===== config.mk =====
export PLATFORM = sky130hd
export DESIGN_NAME = sysctl_spk_port
export DESIGN_NICKNAME = d
export VERILOG_FILES = /design/src/rtl/spkport_pkg.sv /design/src/rtl/spkport_refresh.sv /design/src/rtl/spkport_ctrl.sv /design/src/rtl/spkport_rdreg.sv /design/src/rtl/sysctl_spk_port.sv
export SDC_FILE = /design/constraint.sdc
export NUM_CORES = 1
export LEC_CHECK = 0
export CAP_MARGIN = 25
export CORE_MARGIN = 2
export CORE_UTILIZATION = 49
export CTS_BUF_LIST = sky130_fd_sc_hd__clkbuf_8 sky130_fd_sc_hd__clkbuf_16
export DETAILED_ROUTE_END_ITERATION = 8
export HOLD_SLACK_MARGIN = 0.02
export MAX_ROUTING_LAYER = met4
export PLACE_DENSITY = 0.81
export SLEW_MARGIN = 20
export SYNTH_ARGS = -nofsm -noshare
export SYNTH_HDL_FRONTEND = slang
export SYNTH_SLANG_ARGS = --single-unit

===== constraint.sdc =====
create_clock -name clk -period 2.75 [get_ports clk]
set_clock_uncertainty 0.15 [all_clocks]
set_input_delay 0.55 -clock clk [delete_from_list [all_inputs] [get_ports clk]]
set_output_delay 0.55 -clock clk [all_outputs]
set_load 0.02 [all_outputs]

===== src/rtl/spkport_pkg.sv =====
package spkport_pkg;
    localparam int BYTE_W   = 8;
    localparam int BIT_GATE = 0;
    localparam int BIT_SPK  = 1;
    localparam int BIT_RFSH = 4;
    localparam int BIT_OUT  = 5;

    typedef struct packed {
        logic gate;
        logic spk;
    } ctl_t;
endpackage


===== src/rtl/spkport_refresh.sv =====
module spkport_refresh #(
    parameter int REFRESH_TERM = 1500
) (
    input  logic clk,
    input  logic rst_n,
    output logic rfsh
);
    localparam int CW = (REFRESH_TERM > 1) ? $clog2(REFRESH_TERM) : 1;
    localparam logic [CW-1:0] LAST = CW'(REFRESH_TERM - 1);

    typedef struct packed {
        logic [CW-1:0] cnt;
        logic          lvl;
    } div_t;

    div_t st_d, st_q;

    always_comb begin
        st_d = st_q;
        if (st_q.cnt == LAST) begin
            st_d.cnt = '0;
            st_d.lvl = ~st_q.lvl;
        end else begin
            st_d.cnt = st_q.cnt + 1'b1;
        end
    end

    always_ff @(posedge clk or negedge rst_n) begin
        if (!rst_n) st_q <= '0;
        else        st_q <= st_d;
    end

    assign rfsh = st_q.lvl;

    AST_DIV_RANGE: assert property (@(posedge clk) disable iff (!rst_n)
        st_q.cnt <= LAST);
    AST_FLIP_AT_TERM: assert property (@(posedge clk) disable iff (!rst_n)
        !$stable(rfsh) |-> $past(st_q.cnt) == LAST);
endmodule


===== src/rtl/spkport_ctrl.sv =====
module spkport_ctrl
    import spkport_pkg::*;
(
    input  logic              clk,
    input  logic              rst_n,
    input  logic              wr_stb,
    input  logic [BYTE_W-1:0] wr_data,
    output ctl_t              ctl
);
    ctl_t ctl_d, ctl_q;

    always_comb begin
        ctl_d = ctl_q;
        if (wr_stb) begin
            ctl_d.gate = wr_data[BIT_GATE];
            ctl_d.spk  = wr_data[BIT_SPK];
        end
    end

    always_ff @(posedge clk or negedge rst_n) begin
        if (!rst_n) ctl_q <= '0;
        else        ctl_q <= ctl_d;
    end

    assign ctl = ctl_q;

    AST_WR_GATE: assert property (@(posedge clk) disable iff (!rst_n)
        wr_stb |=> ctl.gate == $past(wr_data[BIT_GATE]));
    AST_WR_SPK: assert property (@(posedge clk) disable iff (!rst_n)
        wr_stb |=> ctl.spk == $past(wr_data[BIT_SPK]));
    AST_CTL_HOLD: assert property (@(posedge clk) disable iff (!rst_n)
        !wr_stb |=> $stable(ctl));
endmodule


===== src/rtl/spkport_rdreg.sv =====
module spkport_rdreg
    import spkport_pkg::*;
(
    input  logic              clk,
    input  logic              rst_n,
    input  logic              rd_stb,
    input  ctl_t              ctl,
    input  logic              rfsh,
    input  logic              ch2_out,
    output logic [BYTE_W-1:0] rd_data
);
    logic [BYTE_W-1:0] rd_d, rd_q, status;

    always_comb begin
        for (int i = 0; i < BYTE_W; i++) status[i] = 1'b0;
        status[BIT_GATE] = ctl.gate;
        status[BIT_SPK]  = ctl.spk;
        status[BIT_RFSH] = rfsh;
        status[BIT_OUT]  = ch2_out;
        rd_d = rd_stb ? status : rd_q;
    end

    always_ff @(posedge clk or negedge rst_n) begin
        if (!rst_n) rd_q <= '0;
        else        rd_q <= rd_d;
    end

    assign rd_data = rd_q;

    AST_RD_HOLD: assert property (@(posedge clk) disable iff (!rst_n)
        !rd_stb |=> $stable(rd_data));
    AST_RD_OUT: assert property (@(posedge clk) disable iff (!rst_n)
        rd_stb |=> rd_data[BIT_OUT] == $past(ch2_out));
    AST_RD_CTL: assert property (@(posedge clk) disable iff (!rst_n)
        rd_stb |=> rd_data[BIT_GATE] == $past(ctl.gate) && rd_data[BIT_SPK] == $past(ctl.spk));
    AST_RD_ZERO: assert property (@(posedge clk) disable iff (!rst_n)
        rd_data[7:6] == 2'b00 && rd_data[3:2] == 2'b00);
endmodule


===== src/rtl/sysctl_spk_port.sv =====
module sysctl_spk_port
    import spkport_pkg::*;
#(
    parameter int REFRESH_TERM = 1500
) (
    input  logic              clk,
    input  logic              rst_n,
    input  logic              wr_stb,
    input  logic [BYTE_W-1:0] wr_data,
    input  logic              rd_stb,
    input  logic              ch2_out,
    output logic              ch0_gate,
    output logic              ch1_gate,
    output logic              ch2_gate,
    output logic              spk_en,
    output logic [BYTE_W-1:0] rd_data
);
    ctl_t ctl;
    logic rfsh;

    spkport_refresh #(.REFRESH_TERM(REFRESH_TERM)) i_refresh (
        .clk(clk), .rst_n(rst_n), .rfsh(rfsh)
    );

    spkport_ctrl i_ctrl (
        .clk(clk), .rst_n(rst_n), .wr_stb(wr_stb), .wr_data(wr_data), .ctl(ctl)
    );

    spkport_rdreg i_rdreg (
        .clk(clk), .rst_n(rst_n), .rd_stb(rd_stb), .ctl(ctl),
        .rfsh(rfsh), .ch2_out(ch2_out), .rd_data(rd_data)
    );

    assign ch0_gate = 1'b1;
    assign ch1_gate = 1'b1;
    assign ch2_gate = ctl.gate;
    assign spk_en   = ctl.spk;
endmodule


# Word level (Yosys, flattened, before mapping)
# Index checks and enable logic that the tools add are counted.
# word_totals
memories,0
ff_bits,18
out_inout_bits,12
elab_cells,9
input_bits,13
rom_bits,0
latchBits,0
ramBits,0
# classes
muxes,1
magnitude_cmp,0
eq_ne,1
n_reduce_logical,0
n_bitwise,1
n_div,0
shift,0
add_sub_neg,1
n_mul,0
# op_table
cell,n
11-bit by 1-bit adder with 11-bit output (second input constant),1
11-bit == test (second input constant),1
11-bit two-way mux,1
1-bit NOT,1

# Longest topological paths before layout
# depth
depth_word,2
ltp_mapped,5

# By module
# From an unflattened synthesis, not the netlist that was laid out.
# unflattened
hier_cells,74
area_unflattened_um2,854.6
# modules_own_cells
module,seq_area_each_um2,area_per_inst_um2,cells_each,instances
spkport_refresh,300.3,584.3,54,1
spkport_rdreg,100.1,178.9,13,1
spkport_ctrl,50.0,72.6,4,1
sysctl_spk_port,0.0,18.8,3,1

# Worst setup path after synthesis
# No wires, ideal clock.
# synth_path
path_kind,flip-flop to flip-flop
start,register i_refresh.st_q[1] (netlist bit)
end,"register i_refresh.st_q, in the netlist i_refresh.rfsh"
stages_incl_launch_ff,6
arrival_ns,1.422
required_time_ns,2.525
setup_slack_ns,1.102
period_less_slack_ns,1.648
path_buffers,0
cell_sequence,dfrtp_1 -> ha_1 -> nand4_1 -> or4_4 -> nor2_8 -> xor2_2
# synth_via
elab_chain_len,1
# synth_rtl
element,line,rtl
start: declaration,spkport_refresh.sv:16,"div_t st_d, st_q;"
start signal: assignment,spkport_refresh.sv:30,else st_q <= st_d;
11-bit == test,spkport_refresh.sv:20,if (st_q.cnt == LAST) begin
# No other way between the ends.
# A chain may end at the register's enable or synchronous reset.

# Worst setup path after layout
# layout_path
start,"register i_ctrl.ctl_q, in the netlist i_ctrl.ctl[0]"
end,output spk_en
# layout_rtl
element,line,rtl
start: declaration,spkport_ctrl.sv:10,"ctl_t ctl_d, ctl_q;"
start signal: assignment,spkport_ctrl.sv:22,else ctl_q <= ctl_d;
end: declaration,sysctl_spk_port.sv:15,"output logic spk_en,"
# No word-level cell between the ends.

==> results.toml <==
[run_status]
status = "finished, final reports clean"

[clock_tree]
numClockSinks = 18
cts_setup_buffers = 0
cts_made_buffers = 3
cts_root_buf = "clkbuf_8"
hold_buffers = 0
cts_tree = "yes"
cts_resized = 0
h-tree-depth = 1
clock_path_buffers = 2
clk_latency_ps = 250
path_clk_slew_ps = 70

[cells_and_area]
syn_to_final_growth_pct = 19.28
drive_gt1_frac = 0.1429
seq_area_um2 = 450.4
multi_input_area_um2 = 382.9
nNetsFinal = 106
finalNonFillerCells = 108
antenna_cells = 0
fill_cells = 133

[detailed_routing]
ant_nets = 0
drtIter0Drc = 11
drt_first_pass_iters = 4
drt_wl_total_um = 1394
post_drt_wl_per_cell_um = 12.91
drc = 0
routed_via_density = 5.343
dr_total_vias = 577

[grt]
overflow = 0
grt_max_degree = 19
grtUsageTotal = 0.1640
grt_pass1_vias = 527
grt_pass1_wl_um = 2242
antenna_found_initial = 0

[die]
fp.dieW_um = 45.98
core_area_um2 = 1689
die_h_um = 45.98
dieArea_um2 = 2114
placementRows = 15
ioPinCount = 25
start_util = 0.5111

[placed_design]
dpl.hpwl_um = 1017
dp_cells = 104
io_buffers = 12
gp_congestion = 0.7439
place_ws_ps = 945.4

[worst_setup_path]
rrSetupSlack_ps = 930
path_max_fanout = 3
crit_required_ps = 2050
critPathTopFamily = "buffers and inverters"
crit_chain = "clkdlybuf4s50_1"
critical_path_arrival_ps = 1240
cp-start-kind = "flip-flop"
reg2reg_depth = 5
critPathCaptureType = "output pin"
path_class = "reg2out"
r2r_end = "i_refresh.rfsh"
cp_num_buf_inv = 1
cp_slowest_cell = "clkdlybuf4s50_1"
slowest_delay_ps = 610
r2r-start = "i_refresh.st_q[1]"

[timing]
tightest_slew_ps = 767.3
hold_viol = 0
layout_setup_ws_ps = 811.9
fin_crit_ps = 1938
finalCritPeriodShare = 0.7048
setup_viol = 0
slew_violations = 0
tns_ps = 0
hold_slack_ps = 320.0
rsz0062_at_grt = "no"
max_slew_margin = 0.4868
clock.fmax_mhz = 516.0

[yosys]
ys_top_cells_by_count = "dfrtp_1, nor2_1, buf_4, mux2_2, nand3_1"
ys.flop_type = "dfrtp_1"
synth_area_leaders = "dfrtp_1, mux2_2, buf_4"
async_flop_share = 1.000
synth_cells = 77
synth.avg_cell_area_um2 = 11.21
ys_seq_elements = 18
yosysUniqueCellTypes = 24
synth_top_area_share = 0.5217
synth_most_common_cell = "dfrtp_1"
yosysTopAreaCell = "dfrtp_1"
synth_edf_count = 0
ys_warn_count = 0
syn-cell-area_um2 = 863.3
ys_seq_area_frac = 0.5217

[power]
leakagePower_uw = 0.0004753
peakVddDrop_mv = 0.3377
p_total_uw = 554.3
pwr_density_cell_nw_per_um2 = 538.3

[worst_hold_path]
hold_depth = 1
worstHoldStart = "i_refresh.st_q[1]"
hold_class = "reg2reg"
hold_end = "i_refresh.st_q[1]"

[flow_run]
maxCapViolations = 0
-- per-stage QoR --
stage,utilization,cell area (um2)
after global routing,0.6096,1030
after CTS,0.6096,1030
after global placement,0.5770,974.7
after floorplan,-,878.3
after detailed placement,0.5770,974.7
final,0.6096,1030
-- kinds of logic (layout without fill, tap and decap cells) --
logic type | Yosys count | count (layout) | share of synthesized area
buffers and inverters | 6 | 16 | 0.05217
AOI/OAI and AO/OA | 6 | 6 | 0.04202
muxes | 6 | 6 | 0.07826
adders and majority gates | 1 | 1 | 0.01449
and+or+nand+nor | 31 | 31 | 0.2029
xor gates and xnor gates | 7 | 7 | 0.07971
other | 2 | 6 | 0.008699
DFF | 18 | 18 | 0.5217
-- state kept, by name (all words and copies together), names as in the netlist --
register         count
i_rdreg.rd_data      4
i_ctrl.ctl           2
i_refresh.st_q      11
i_refresh.rfsh       1
-- cells in the final DEF (no fill, tap or decap) --
master            n
dfrtp_1          18
nand4_1           1
nand4b_1          1
clkbuf_8          4
nand2_1           5
mux2_2            6
o21ai_0           2
xnor2_1           2
conb_1            6
nand3_1           6
a21oi_1           1
nor3_1            1
nand3b_1          1
nor2_1            9
nor2_8            1
clkdlybuf4s50_1  12
nor4b_1           1
xor2_1            4
ha_1              1
or4_4             1
and3_1            1
nor2b_1           3
a31oi_1           2
xor2_2            1
a211o_1           1
-- metal layers --
| metal | vias up | wire length [um] | global-route usage |
|---|---|---|---|
| met5 | - | 0 | - |
| li1 | 282 | - | - |
| met3 | 4 | 39 | 0.04762 |
| met4 | 0 | 25 | 0.1029 |
| met1 | 281 | 632 | 0.2026 |
| met2 | 10 | 698 | 0.2333 |
-- power breakdown --
group / switching [uW] / internal, uW
Clock: 88.3 / 127
Sequential: 5.00 / 274
Combinational: 30.4 / 29.7
Total: 124 / 431
-- worst max path at each step --
stage,start,end,slack [ps],cells after the start
2_1_floorplan,i_refresh.st_q[1],i_refresh.rfsh,1100,5
3_3_place_gp,i_refresh.st_q[1],i_refresh.rfsh,1010,5
3_5_place_dp,i_refresh.st_q[1],i_refresh.rfsh,950,5
4_1_cts,i_ctrl.ctl[0],spk_en,800,1
5_1_grt,i_ctrl.ctl[0],spk_en,770,1
6_report,i_ctrl.ctl[0],spk_en,810,1
-- area by class of cell --
type                       count  area share
sequential                    18      0.4374
timing repair buffer          12      0.1166
multi-input combinational     57      0.3718
tap                           17     0.02066
clock buffer                   4     0.05346
Note: power is estimated with default switching activity, not from simulation.
